$ cat src/rtl/nullstep_pkg.sv
// Package: shared types for the auto-null step controller.
// Assumes nothing beyond the standard language.
package nullstep_pkg;
    // Encoding of the potentiometer step direction
    typedef enum logic {
        STEP_DOWN = 1'b0,
        STEP_UP   = 1'b1
    } step_dir_e;
endpackage

$ cat src/rtl/nullstep_sync.sv
// Module: multi-bit, multi-stage synchroniser for asynchronous level inputs.
// Assumes: each bit is an independent slow level, so per-bit capture is acceptable.
module nullstep_sync #(
    parameter int W      = 1,
    parameter int STAGES = 2
) (
    input  logic         clk,
    input  logic         rst_n,
    input  logic [W-1:0] d,
    output logic [W-1:0] q
);
    logic [W-1:0] stg [STAGES];

    // Shift the sampled levels through the flop chain
    always_ff @(posedge clk) begin
        if (!rst_n) begin
            for (int i = 0; i < STAGES; i++) stg[i] <= '0;
        end else begin
            stg[0] <= d;
            for (int i = 1; i < STAGES; i++) stg[i] <= stg[i-1];
        end
    end

    assign q = stg[STAGES-1];
endmodule

$ cat src/rtl/nullstep_tick.sv
// Module: gated internal adjust clock. It divides clk by 2*DIV_HALF while enabled.
// A rising edge on pwr_ok enables it for exactly AUTO_CYCLES periods.
// Assumes: DIV_HALF >= 2, AUTO_CYCLES >= 1, and inputs already synchronised.
module nullstep_tick #(
    parameter int DIV_HALF    = 62500,
    parameter int AUTO_CYCLES = 100
) (
    input  logic clk,
    input  logic rst_n,
    input  logic auto_en,
    input  logic pwr_ok,
    output logic phase
);
    localparam int CNT_W = $clog2(DIV_HALF + 1);
    localparam int AC_W  = $clog2(AUTO_CYCLES + 1);
    localparam logic [CNT_W-1:0] DIV_LAST = CNT_W'(DIV_HALF - 1);
    localparam logic [AC_W-1:0]  RUN_LAST = AC_W'(AUTO_CYCLES - 1);

    logic [CNT_W-1:0] div_cnt;
    logic [AC_W-1:0]  pu_cnt;
    logic             pwr_q;
    logic             pu_active;
    logic             run;
    logic             toggle;

    assign run    = auto_en | pu_active;
    assign toggle = run && (div_cnt == DIV_LAST);

    // Remember the previous power-good level for edge detection
    always_ff @(posedge clk) begin
        if (!rst_n) pwr_q <= 1'b0;
        else        pwr_q <= pwr_ok;
    end

    // Half-period counter; held at zero while the clock is gated off
    always_ff @(posedge clk) begin
        if (!rst_n || !run) div_cnt <= '0;
        else if (toggle)    div_cnt <= '0;
        else                div_cnt <= div_cnt + 1'b1;
    end

    // Internal adjust phase; forced low while gated off
    always_ff @(posedge clk) begin
        if (!rst_n || !run) phase <= 1'b0;
        else if (toggle)    phase <= ~phase;
    end

    // Power-up run: count falling phase edges and stop after AUTO_CYCLES
    always_ff @(posedge clk) begin
        if (!rst_n) begin
            pu_active <= 1'b0;
            pu_cnt    <= '0;
        end else if (pwr_ok && !pwr_q) begin
            pu_active <= 1'b1;
            pu_cnt    <= '0;
        end else if (pu_active && toggle && phase) begin
            if (pu_cnt == RUN_LAST) pu_active <= 1'b0;
            else                    pu_cnt    <= pu_cnt + 1'b1;
        end
    end
endmodule

$ cat src/rtl/nullstep_wiper.sv
// Module: turns the end of each adjust phase into one saturating wiper step.
// The direction is registered one clock before the step strobe.
// Assumes: adj_mode never rises and falls again within two clocks.
module nullstep_wiper
    import nullstep_pkg::*;
#(
    parameter int POS_W    = 7,
    parameter int POS_MAX  = 99,
    parameter int INIT_POS = 50
) (
    input  logic             clk,
    input  logic             rst_n,
    input  logic             adj_mode,
    input  logic             sign,
    output logic             dir_up,
    output logic             step_pulse,
    output logic [POS_W-1:0] wiper_pos
);
    localparam logic [POS_W-1:0] TOP  = POS_W'(POS_MAX);
    localparam logic [POS_W-1:0] INIT = POS_W'(INIT_POS);

    step_dir_e dir_q;
    logic      adj_q;
    logic      fall;
    logic      pend;
    logic      allow;

    assign fall  = adj_q & ~adj_mode;
    assign allow = pend && ((dir_q == STEP_UP) ? (wiper_pos != TOP)
                                               : (wiper_pos != '0));

    // Delay the adjust level by one clock to find its falling edge
    always_ff @(posedge clk) begin
        if (!rst_n) adj_q <= 1'b0;
        else        adj_q <= adj_mode;
    end

    // Latch the sign at the end of the adjust phase and arm one step
    always_ff @(posedge clk) begin
        if (!rst_n) begin
            dir_q <= STEP_DOWN;
            pend  <= 1'b0;
        end else begin
            pend <= fall;
            if (fall) dir_q <= sign ? STEP_UP : STEP_DOWN;
        end
    end

    // Issue the step strobe and move the position mirror within range
    always_ff @(posedge clk) begin
        if (!rst_n) begin
            step_pulse <= 1'b0;
            wiper_pos  <= INIT;
        end else begin
            step_pulse <= allow;
            if (allow) begin
                if (dir_q == STEP_UP) wiper_pos <= wiper_pos + 1'b1;
                else                  wiper_pos <= wiper_pos - 1'b1;
            end
        end
    end

    assign dir_up = (dir_q == STEP_UP);
endmodule

$ cat src/rtl/nullstep_ctrl.sv
// Module: top of the auto-null step controller. It synchronises the asynchronous
// controls, merges the external and internal adjust phases, and drives the
// potentiometer step interface.
// Assumes: the external strobe levels last at least two clocks each.
module nullstep_ctrl #(
    parameter int DIV_HALF    = 62500,
    parameter int AUTO_CYCLES = 100,
    parameter int POSITIONS   = 100,
    parameter int INIT_POS    = 50,
    parameter int POS_W       = 7
) (
    input  logic             clk,
    input  logic             rst_n,
    input  logic             sign_in,
    input  logic             adj_ext,
    input  logic             auto_en,
    input  logic             pwr_ok,
    output logic             dir_up,
    output logic             step_pulse,
    output logic             adj_mode,
    output logic [POS_W-1:0] wiper_pos
);
    localparam int POS_MAX = POSITIONS - 1;
    localparam int N_IN    = 4;

    logic [N_IN-1:0] raw_in;
    logic [N_IN-1:0] syn_in;
    logic            int_phase;

    assign raw_in = {pwr_ok, auto_en, adj_ext, sign_in};

    nullstep_sync #(.W(N_IN), .STAGES(2)) u_sync (
        .clk   (clk),
        .rst_n (rst_n),
        .d     (raw_in),
        .q     (syn_in)
    );

    nullstep_tick #(.DIV_HALF(DIV_HALF), .AUTO_CYCLES(AUTO_CYCLES)) u_tick (
        .clk     (clk),
        .rst_n   (rst_n),
        .auto_en (syn_in[2]),
        .pwr_ok  (syn_in[3]),
        .phase   (int_phase)
    );

    // Adjust phase is active from either source
    assign adj_mode = syn_in[1] | int_phase;

    nullstep_wiper #(.POS_W(POS_W), .POS_MAX(POS_MAX), .INIT_POS(INIT_POS)) u_wiper (
        .clk        (clk),
        .rst_n      (rst_n),
        .adj_mode   (adj_mode),
        .sign       (syn_in[0]),
        .dir_up     (dir_up),
        .step_pulse (step_pulse),
        .wiper_pos  (wiper_pos)
    );
endmodule

$ cat config.mk
export PLATFORM = sky130hd
export DESIGN_NAME = nullstep_ctrl
export DESIGN_NICKNAME = d
export VERILOG_FILES = /design/src/rtl/nullstep_pkg.sv /design/src/rtl/nullstep_sync.sv /design/src/rtl/nullstep_tick.sv /design/src/rtl/nullstep_wiper.sv /design/src/rtl/nullstep_ctrl.sv
export SDC_FILE = /design/constraint.sdc
export NUM_CORES = 1
export LEC_CHECK = 0
export BUFFER_PORTS_ARGS = -buffer_cell sky130_fd_sc_hd__buf_2
export CORE_MARGIN = 5
export CORE_UTILIZATION = 35
export CTS_BUF_LIST = sky130_fd_sc_hd__clkbuf_4
export DETAILED_ROUTE_END_ITERATION = 16
export GPL_TIMING_DRIVEN = 0
export PLACE_DENSITY = 0.49
export SETUP_SLACK_MARGIN = 0.5
export SYNTH_ARGS = -nofsm -noshare
export SYNTH_HDL_FRONTEND = slang
export SYNTH_SLANG_ARGS = --single-unit
$ cat constraint.sdc
create_clock -name clk -period 5.3 [get_ports clk]
set_input_delay 1.59 -clock clk [delete_from_list [all_inputs] [get_ports clk]]
set_output_delay 1.59 -clock clk [all_outputs]
set_load 0.01 [all_outputs]
==> results summary, run 1 <==
The net count of the mapped netlist came out at 241. For the worst flop-to-flop path, the logic depth is 7. The half-perimeter wire length after placement came out at 2890 µm.

The die footprint is 0.00751 mm². The number of buffers added for setup after CTS is 0. The total congestion overflow is 0. The core occupancy in the finished layout came out at 39.7%. The number of hold buffers added after CTS was 0. TritonCTS built the clock tree. The run finished with clean final reports. The iteration count of the initial detailed-routing pass came out at 4. The count of port buffers added during placement came out at 15.

For this run, the top clock speed supported by timing is 352 MHz. STA classifies the critical path startpoint as a flip-flop. The total setup violations reported at the end of the flow came out at 0.

The launch instance of the worst register-to-register path is u_wiper.dir_up. The power per unit of standard cell area came out at 254 mW/mm². After synthesis, the netlist uses 41 different library cells. The setup path with the least slack is of type flip-flop to output port. STA classifies the critical path endpoint as an output port. Walking the worst path, the cells encountered are nor2_1 -> inv_1 -> buf_2. The detailed-route via count is 1589. Sorting the synthesized cells by area gives the leading types as sky130_fd_sc_hd__dfxtp_1 (44%), sky130_fd_sc_hd__xor2_1 (5.5%), sky130_fd_sc_hd__nor2_1 (5.5%). The initial detailed-routing violation count is 84.

The worst reg-to-reg setup slack is 2970 ps. In the final layout, the share of cells above drive strength 1 is 12.0%. The post-detailed-route DRC marker count came out at 0.

The number of sinks on the clock net came out at 45. The number of cells traversed by the worst hold path came out at 1. The starting density of the core came out at 35.3%.

The maximum fanout along the worst path is 5. The largest incremental delay on the critical path came out at 390 ps. During synthesis, Yosys emitted a total of 0 warnings.

After the last flow step, the layout net total stands at 263. The horizontal die dimension came out at 86.6 µm. At the worst endpoint, the required time is 3710 ps. The async set-or-reset flop fraction in the synthesized netlist is 0%. The ratio of routed vias to standard cells is 4.89. The worst-case clock buffer depth is 2. For the pin with the worst max-slew slack, the measured transition is 413 ps. The chip height came out at 86.6 µm. In this run the clock root is driven by a sky130_fd_sc_hd__clkbuf_4. The summed negative setup slack over all endpoints came out at 0 ps.

The slowest stage of the critical path is the sky130_fd_sc_hd__dfxtp_1 cell. Setup repair after global routing left no endpoint under its margin. The total chip power is 586 µW.

The number of I/O pins is 16. The maximum level of the CTS H-tree is 2. The headroom to the max-slew limit came out at 72.1%. The number of standard cells after synthesis came out at 227. The total routing resource utilization after global routing is 11.8%. The top flip-flop cell by instance count after synthesis is sky130_fd_sc_hd__dfxtp_1. The wire length after detailed routing came out at 3920 µm.

In this run the critical register-to-register path is captured at u_wiper.wiper_pos[6]. The clock insertion delay at the later pin of the skew report came out at 360 ps. Summed over all instances, the cell type with the most area after synthesis is sky130_fd_sc_hd__dfxtp_1.

Synthesis inferred 45 register bits. The mean cell area of the mapped netlist came out at 9.06 µm². The detailed-route wire length per cell is 12.0 µm. The post-synth design cell area came out at 0.00206 mm². The number of max-capacitance violations reported came out at 0. The startpoint of the tightest hold check path is u_sync.stg[0][2].

VDD sags by at most 0.000149 V. The sequential share of the synthesized area came out at 43.8%. The final cycle utilization of the critical path is 53.6%. Entering global routing, the biggest net connects 16 pins.

Counting flops with a built-in enable in the synthesized netlist gives 0. The count of non-filler cells in the finished layout came out at 325. The path with the worst hold slack has its endpoint at u_sync.stg[0][6]. Across the routed clock network, the largest skew measured is 10.5 ps. The minimum clock period came out at 2840 ps. The final RePlAce weighted congestion came out at 0.814. The final-report max-slew violation count is 0. The area share of the largest cell type after synthesis is 43.8%. The clock buffer count from CTS is 5.

The number of antenna violations at the first check in global routing came out at 0. The via count of the first global-routing pass came to 1511. For this design the static power due to leakage is 0.871 nW. The number of placed instances, taps included came out at 317. The number of nets still failing antenna checks after routing is 0. The standard cell core area came out at 0.00582 mm². The path class of the tightest hold or removal check is flip-flop to flip-flop. Data on the critical path arrives at its endpoint at 1250 ps. The repair_antennas step left the layout with diodes totalling 0. The row count is 28. The number of fill cells came out at 633. Once the clock tree was built, the resizer swapped 0 gates to a different size.

The clock-pin transition on the worst setup and hold timing paths came out at 140 ps. The synthesis-to-finish area growth is 12.3%. The number of failing hold endpoints at the final stage was 0. The first-pass GRT wire length is 7070 µm.
==> how the worst max path moves through the flow <==
stage	to	slack, ps	startpoint
finish	adj_mode	2460	u_tick.phase
global route	adj_mode	2330	u_tick.phase
detailed placement	u_tick.div_cnt[5]	2680	rst_n
global placement	u_tick.div_cnt[5]	2680	rst_n
floorplan	u_tick.div_cnt[15]	3010	rst_n
CTS	adj_mode	2430	u_tick.phase
==> critical path, delay by kind of cell, from the launching register on <==
family / cells / cell delay, ps
buf+inv: 2 / 230
flops: 1 / 390
simple gates: 1 / 280
==> kinds of logic (layout without fill, tap and decap cells) <==
group           Yosys count  in the layout  share of synthesized area, %
mux                       9              9                          4.38
simple gates            106            106                          27.2
flops                    45             45                          43.8
xor+xnor                 20             20                          8.52
fa+ha+maj                 8              8                          5.23
buf+inv                  13             36                          2.56
compound gates           26             26                          8.28
==> cell type report <==
cell class | count | area [µm²] | area share [%]
clock buffer | 5 | 37.5 | 1.63
inverter | 8 | 30.0 | 1.30
timing repair buffer | 15 | 75.1 | 3.25
sequential | 45 | 901 | 39.0
multi-input combinational | 169 | 1100 | 47.8
clock inverter | 3 | 46.3 | 2.01
tap | 75 | 93.8 | 4.07
buffer | 5 | 22.5 | 0.976
==> through the flow <==
| stage | hold slack [ps] | setup slack, ps | area [µm²] |
|---|---|---|---|
| finish | 450 | 2460 | 2310 |
| global route | 482 | 2330 | 2310 |
| CTS | 454 | 2430 | 2310 |
| detailed placement | 420 | 2680 | 2220 |
| global placement | 414 | 2680 | 2220 |
| floorplan | 412 | 3010 | 2060 |
==> cell usage after synthesis, types with 2 or more instances <==
| cell | n |
|---|---|
| sky130_fd_sc_hd__a21o_1 | 2 |
| sky130_fd_sc_hd__ha_1 | 7 |
| sky130_fd_sc_hd__o21ai_0 | 6 |
| sky130_fd_sc_hd__xor2_1 | 13 |
| sky130_fd_sc_hd__clkbuf_1 | 2 |
| sky130_fd_sc_hd__buf_2 | 2 |
| sky130_fd_sc_hd__a211oi_1 | 3 |
| sky130_fd_sc_hd__and3_1 | 3 |
| sky130_fd_sc_hd__nor4_1 | 9 |
| sky130_fd_sc_hd__o41ai_1 | 2 |
| sky130_fd_sc_hd__nand3_1 | 10 |
| sky130_fd_sc_hd__and2_1 | 10 |
| sky130_fd_sc_hd__nand2_1 | 19 |
| sky130_fd_sc_hd__mux2i_1 | 9 |
| sky130_fd_sc_hd__dfxtp_1 | 45 |
| sky130_fd_sc_hd__inv_1 | 8 |
| sky130_fd_sc_hd__a31oi_1 | 2 |
| sky130_fd_sc_hd__nor2_1 | 30 |
| sky130_fd_sc_hd__nand2b_1 | 8 |
| sky130_fd_sc_hd__nor3_1 | 4 |
| sky130_fd_sc_hd__xnor2_1 | 7 |
| sky130_fd_sc_hd__a21oi_1 | 6 |
| sky130_fd_sc_hd__or4_1 | 2 |
==> where the power goes <==
group | switching (mW) | internal, mW
clock network | 0.115 | 0.100
registers | 0.00327 | 0.343
logic | 0.0143 | 0.0103
==> routing by layer <==
metal | track usage [%] | wire [µm] | up-vias
li1 | - | - | 833
met1 | 16.9 | 2090 | 715
met2 | 16.5 | 1560 | 36
met3 | 3.71 | 206 | 5
met4 | 3.97 | 57 | 0
met5 | 0 | 0 | -
==> cells in the final DEF, fill, tap and decap left out, types with 3 or more instances in the layout <==
cell type,synthesis,layout
sky130_fd_sc_hd__a211oi_1,3,3
sky130_fd_sc_hd__a21oi_1,6,6
sky130_fd_sc_hd__and2_1,10,10
sky130_fd_sc_hd__and3_1,3,3
sky130_fd_sc_hd__buf_2,2,17
sky130_fd_sc_hd__clkbuf_4,0,5
sky130_fd_sc_hd__dfxtp_1,45,45
sky130_fd_sc_hd__ha_1,7,7
sky130_fd_sc_hd__inv_1,8,8
sky130_fd_sc_hd__mux2i_1,9,9
sky130_fd_sc_hd__nand2_1,19,19
sky130_fd_sc_hd__nand2b_1,8,8
sky130_fd_sc_hd__nand3_1,10,10
sky130_fd_sc_hd__nor2_1,30,30
sky130_fd_sc_hd__nor3_1,4,4
sky130_fd_sc_hd__nor4_1,9,9
sky130_fd_sc_hd__o21ai_0,6,6
sky130_fd_sc_hd__xnor2_1,7,7
sky130_fd_sc_hd__xor2_1,13,13
==> flip-flops by register name (all words and copies together) (netlist names) <==
name and flops:
u_wiper.wiper_pos 7, u_wiper.adj_q 1, u_tick.pwr_q 1, u_tick.pu_cnt 7, u_sync.stg 8, u_wiper.pend 1
u_wiper.step_pulse 1, u_tick.phase 1, u_wiper.dir_up 1, u_tick.pu_active 1, u_tick.div_cnt 16
No activity file was read; power rests on OpenSTA's default activity.
==> run 2, diff against run 1 <==
--- a/config.mk
+++ b/config.mk
@@ -11,7 +11,7 @@
 export CTS_BUF_LIST = sky130_fd_sc_hd__clkbuf_4
 export DETAILED_ROUTE_END_ITERATION = 16
 export GPL_TIMING_DRIVEN = 0
-export PLACE_DENSITY = 0.49
+export PLACE_DENSITY = 0.51
 export SETUP_SLACK_MARGIN = 0.5
 export SYNTH_ARGS = -nofsm -noshare
 export SYNTH_HDL_FRONTEND = slang
==> constraint.sdc (replaced) <==
create_clock -name clk -period 2.6 [get_ports clk]
set_input_delay 0.78 -clock clk [delete_from_list [all_inputs] [get_ports clk]]
set_output_delay 0.78 -clock clk [all_outputs]
set_load 0.01 [all_outputs]
==> run 2 against run 1 <==
  * First-iteration DRC count fell by 42%
  * Sequential power rose by 100%
  * Clock power grew 53%
  * Non-clock buffer count up 2
  * Via count decreased by 1.6%
  * Combinational power grew 110%
  * Setup slack worse by 1800 ps
  * Critical path depth rose by 3
  * Sequential share of layout area decreased by 0.27 points
==> results summary, run 2 (synthesized netlist as in run 1, its figures left out) <==
The run finished with clean final reports. Entering global routing, the biggest net connects 15 pins. The arrival time of the worst setup path came out at 2270 ps. The summed negative setup slack over all endpoints is 0 ps.

The die covers 0.00751 mm². The core occupancy in the finished layout came out at 40.2%. The CTS tree is built. The total setup violations reported at the end of the flow is 0. The number of antenna violations at the first check in global routing came out at 0. Cells with a size suffix above 1 make up 15.9% of the layout. The number of sinks on the clock net is 45. In this run the worst hold path is classified as flip-flop to flip-flop. The switching portion of total power is 24.3%. Timing would allow up to 506 MHz. The post-detailed-route DRC marker count is 0. The flip-flop count of the largest register, all copies and words added came out at 16. Measured against its own limit, the worst slew margin works out to 73.2%. The clock root buffer is sky130_fd_sc_hd__clkbuf_4.

The final-report max-slew violation count came to 0. The first-pass GRT wire length is 7000 µm. The maximum level of the CTS H-tree came out at 2.

The via count of the first global-routing pass is 1502. In the final layout, the registers with the most flip-flops are u_tick.div_cnt: 16 flops, u_sync.stg: 8 flops. The wire length after detailed routing is 3910 µm.

The total routing resource utilization after global routing came out at 11.7%. The maximum ir drop on the vdd rail is 0.000209 V. The final standard cell area without fillers is 0.00234 mm².

After clock tree synthesis, the clock-pin slew on the worst setup and hold paths is 130 ps. The net count of the finished layout is 265. Summed over all nets, the half-perimeter wirelength after detailed placement is 2850 µm. Leaving out fill and tap cells, the most frequent cells in the layout are sky130_fd_sc_hd__dfxtp_1 (43), sky130_fd_sc_hd__nor2_1 (29), sky130_fd_sc_hd__nand2_1 (19). Setup repair after global routing left no endpoint under its margin. The first routing iteration left 49 violations.

The setup skew after layout is 11.2 ps. For this design the ratio of total power to cell area is 466 mW/mm². Counting the buffers created by CTS gives 5. The final RePlAce weighted congestion is 0.798.

The type of element launching the critical path is a flip-flop. Max-cap violations in this run came to 0. Counting flops per register, the top entry is u_tick.div_cnt. The number of nets still failing antenna checks after routing came out at 0.

In this run the static leakage power is 0.876 nW. The worst hold-check slack came out at 446 ps. The floorplan step defined a core boundary enclosing 0.00582 mm².

Measured along the y axis, the die boundary spans 86.6 µm. The critical path is of the flip-flop to flip-flop type. The minimum clock period came out at 1970 ps. STA classifies the critical path endpoint as a flip-flop.

Pin placement for this block handled 16 I/O pins. The measured slew at the worst slew-check pin came out at 399 ps. The starting density of the core is 35.3%. The clock insertion delay at the later pin of the skew report came out at 350 ps. 0 antenna diodes ended up in the layout. The required time of the worst setup path came out at 2890 ps. The synthesis-to-finish area growth is 13.7%.

Leaving out fill and tap cells, the most frequent cell in the layout is sky130_fd_sc_hd__dfxtp_1. The placement-stage worst setup slack is 411 ps. The horizontal die dimension came out at 86.6 µm.

The row count is 28. The maximum fanout along the worst path is 7. The detailed-route via count came out at 1564. The count of port buffers added during placement is 15. The net switching power is 264 µW. The number of fill cells is 603.

The combinational share of power came out at 4.8%. The cell-internal power is 824 µW. The worst-case clock buffer depth came out at 2. The clock network power share came out at 30.3%. The iteration count of the initial detailed-routing pass is 4.

The detailed-route wire length per cell is 12.0 µm. The number of failing hold endpoints at the final stage came to 0. The final critical path takes up 75.9% of the cycle. In this run, flip-flops and latches consume 64.9% of the power.

In the routed layout, each cell is associated on average with a via count of 4.78. In this run the cell area measured after placement is 0.00223 mm². The worst path meets setup with 625 ps of slack. For this run the aggregate overflow at the end of global routing stands at 0.
run 2: timing repair:
item	4_1_cts	5_1_grt
buffers inserted	1	1
cloned	0	0
hold buffers	0	0
endpoints found under the setup margin	13	16
pin swaps	1	2
gates resized for setup	2	9
run 2: final timing paths:
path	end	cells after the start	start	slack, ps
worst max-delay path	u_wiper.wiper_pos[6]	6	u_wiper.wiper_pos[0]	630
worst min-delay path	u_sync.stg[0][7]	1	u_sync.stg[0][3]	450
worst max register to register	u_wiper.wiper_pos[6]	6	u_wiper.wiper_pos[0]	630
worst min register to register	u_sync.stg[0][7]	1	u_sync.stg[0][3]	450
run 2: power by group through the flow:
stage	Sequential, mW	Combinational (mW)	Clock, mW
floorplan	0.721	0.0349	0
global placement	0.722	0.0511	0
detailed placement	0.722	0.0514	0
CTS	0.706	0.0521	0.350
global route	0.709	0.0615	0.375
finish	0.706	0.0521	0.330
run 2: area by class of cell:
class / count / area [µm²] / area share [%]
timing repair buffer: 17 / 90.1 / 3.85
clock inverter: 3 / 17.5 / 0.749
sequential: 45 / 906 / 38.8
tap: 75 / 93.8 / 4.01
buffer: 5 / 27.5 / 1.18
clock buffer: 5 / 37.5 / 1.61
multi-input combinational: 169 / 1130 / 48.4
inverter: 8 / 32.5 / 1.39
run 2: layer usage:
layer	part of all wire [%]	global-route usage, %	vias to the layer above
li1	-	-	837
met1	51	16.3	697
met2	43	17.0	25
met3	3.8	3.33	5
met4	1.5	4.25	0
met5	0	0	-
run 2: worst max-delay path, stage by stage, from the launching register on:
cell                       delay [ps]
sky130_fd_sc_hd__dfxtp_1          420
sky130_fd_sc_hd__fa_2             420
sky130_fd_sc_hd__a211oi_2         250
sky130_fd_sc_hd__or4_1            140
sky130_fd_sc_hd__o41ai_1           80
sky130_fd_sc_hd__or4_1            470
sky130_fd_sc_hd__a21oi_1          140
run 2: stage by stage:
step | power (mW) | instances
floorplan | 0.756 | 227
global placement | 0.773 | 317
detailed placement | 0.773 | 317
CTS | 1.11 | 326
global route | 1.15 | 327
finish | 1.09 | 327
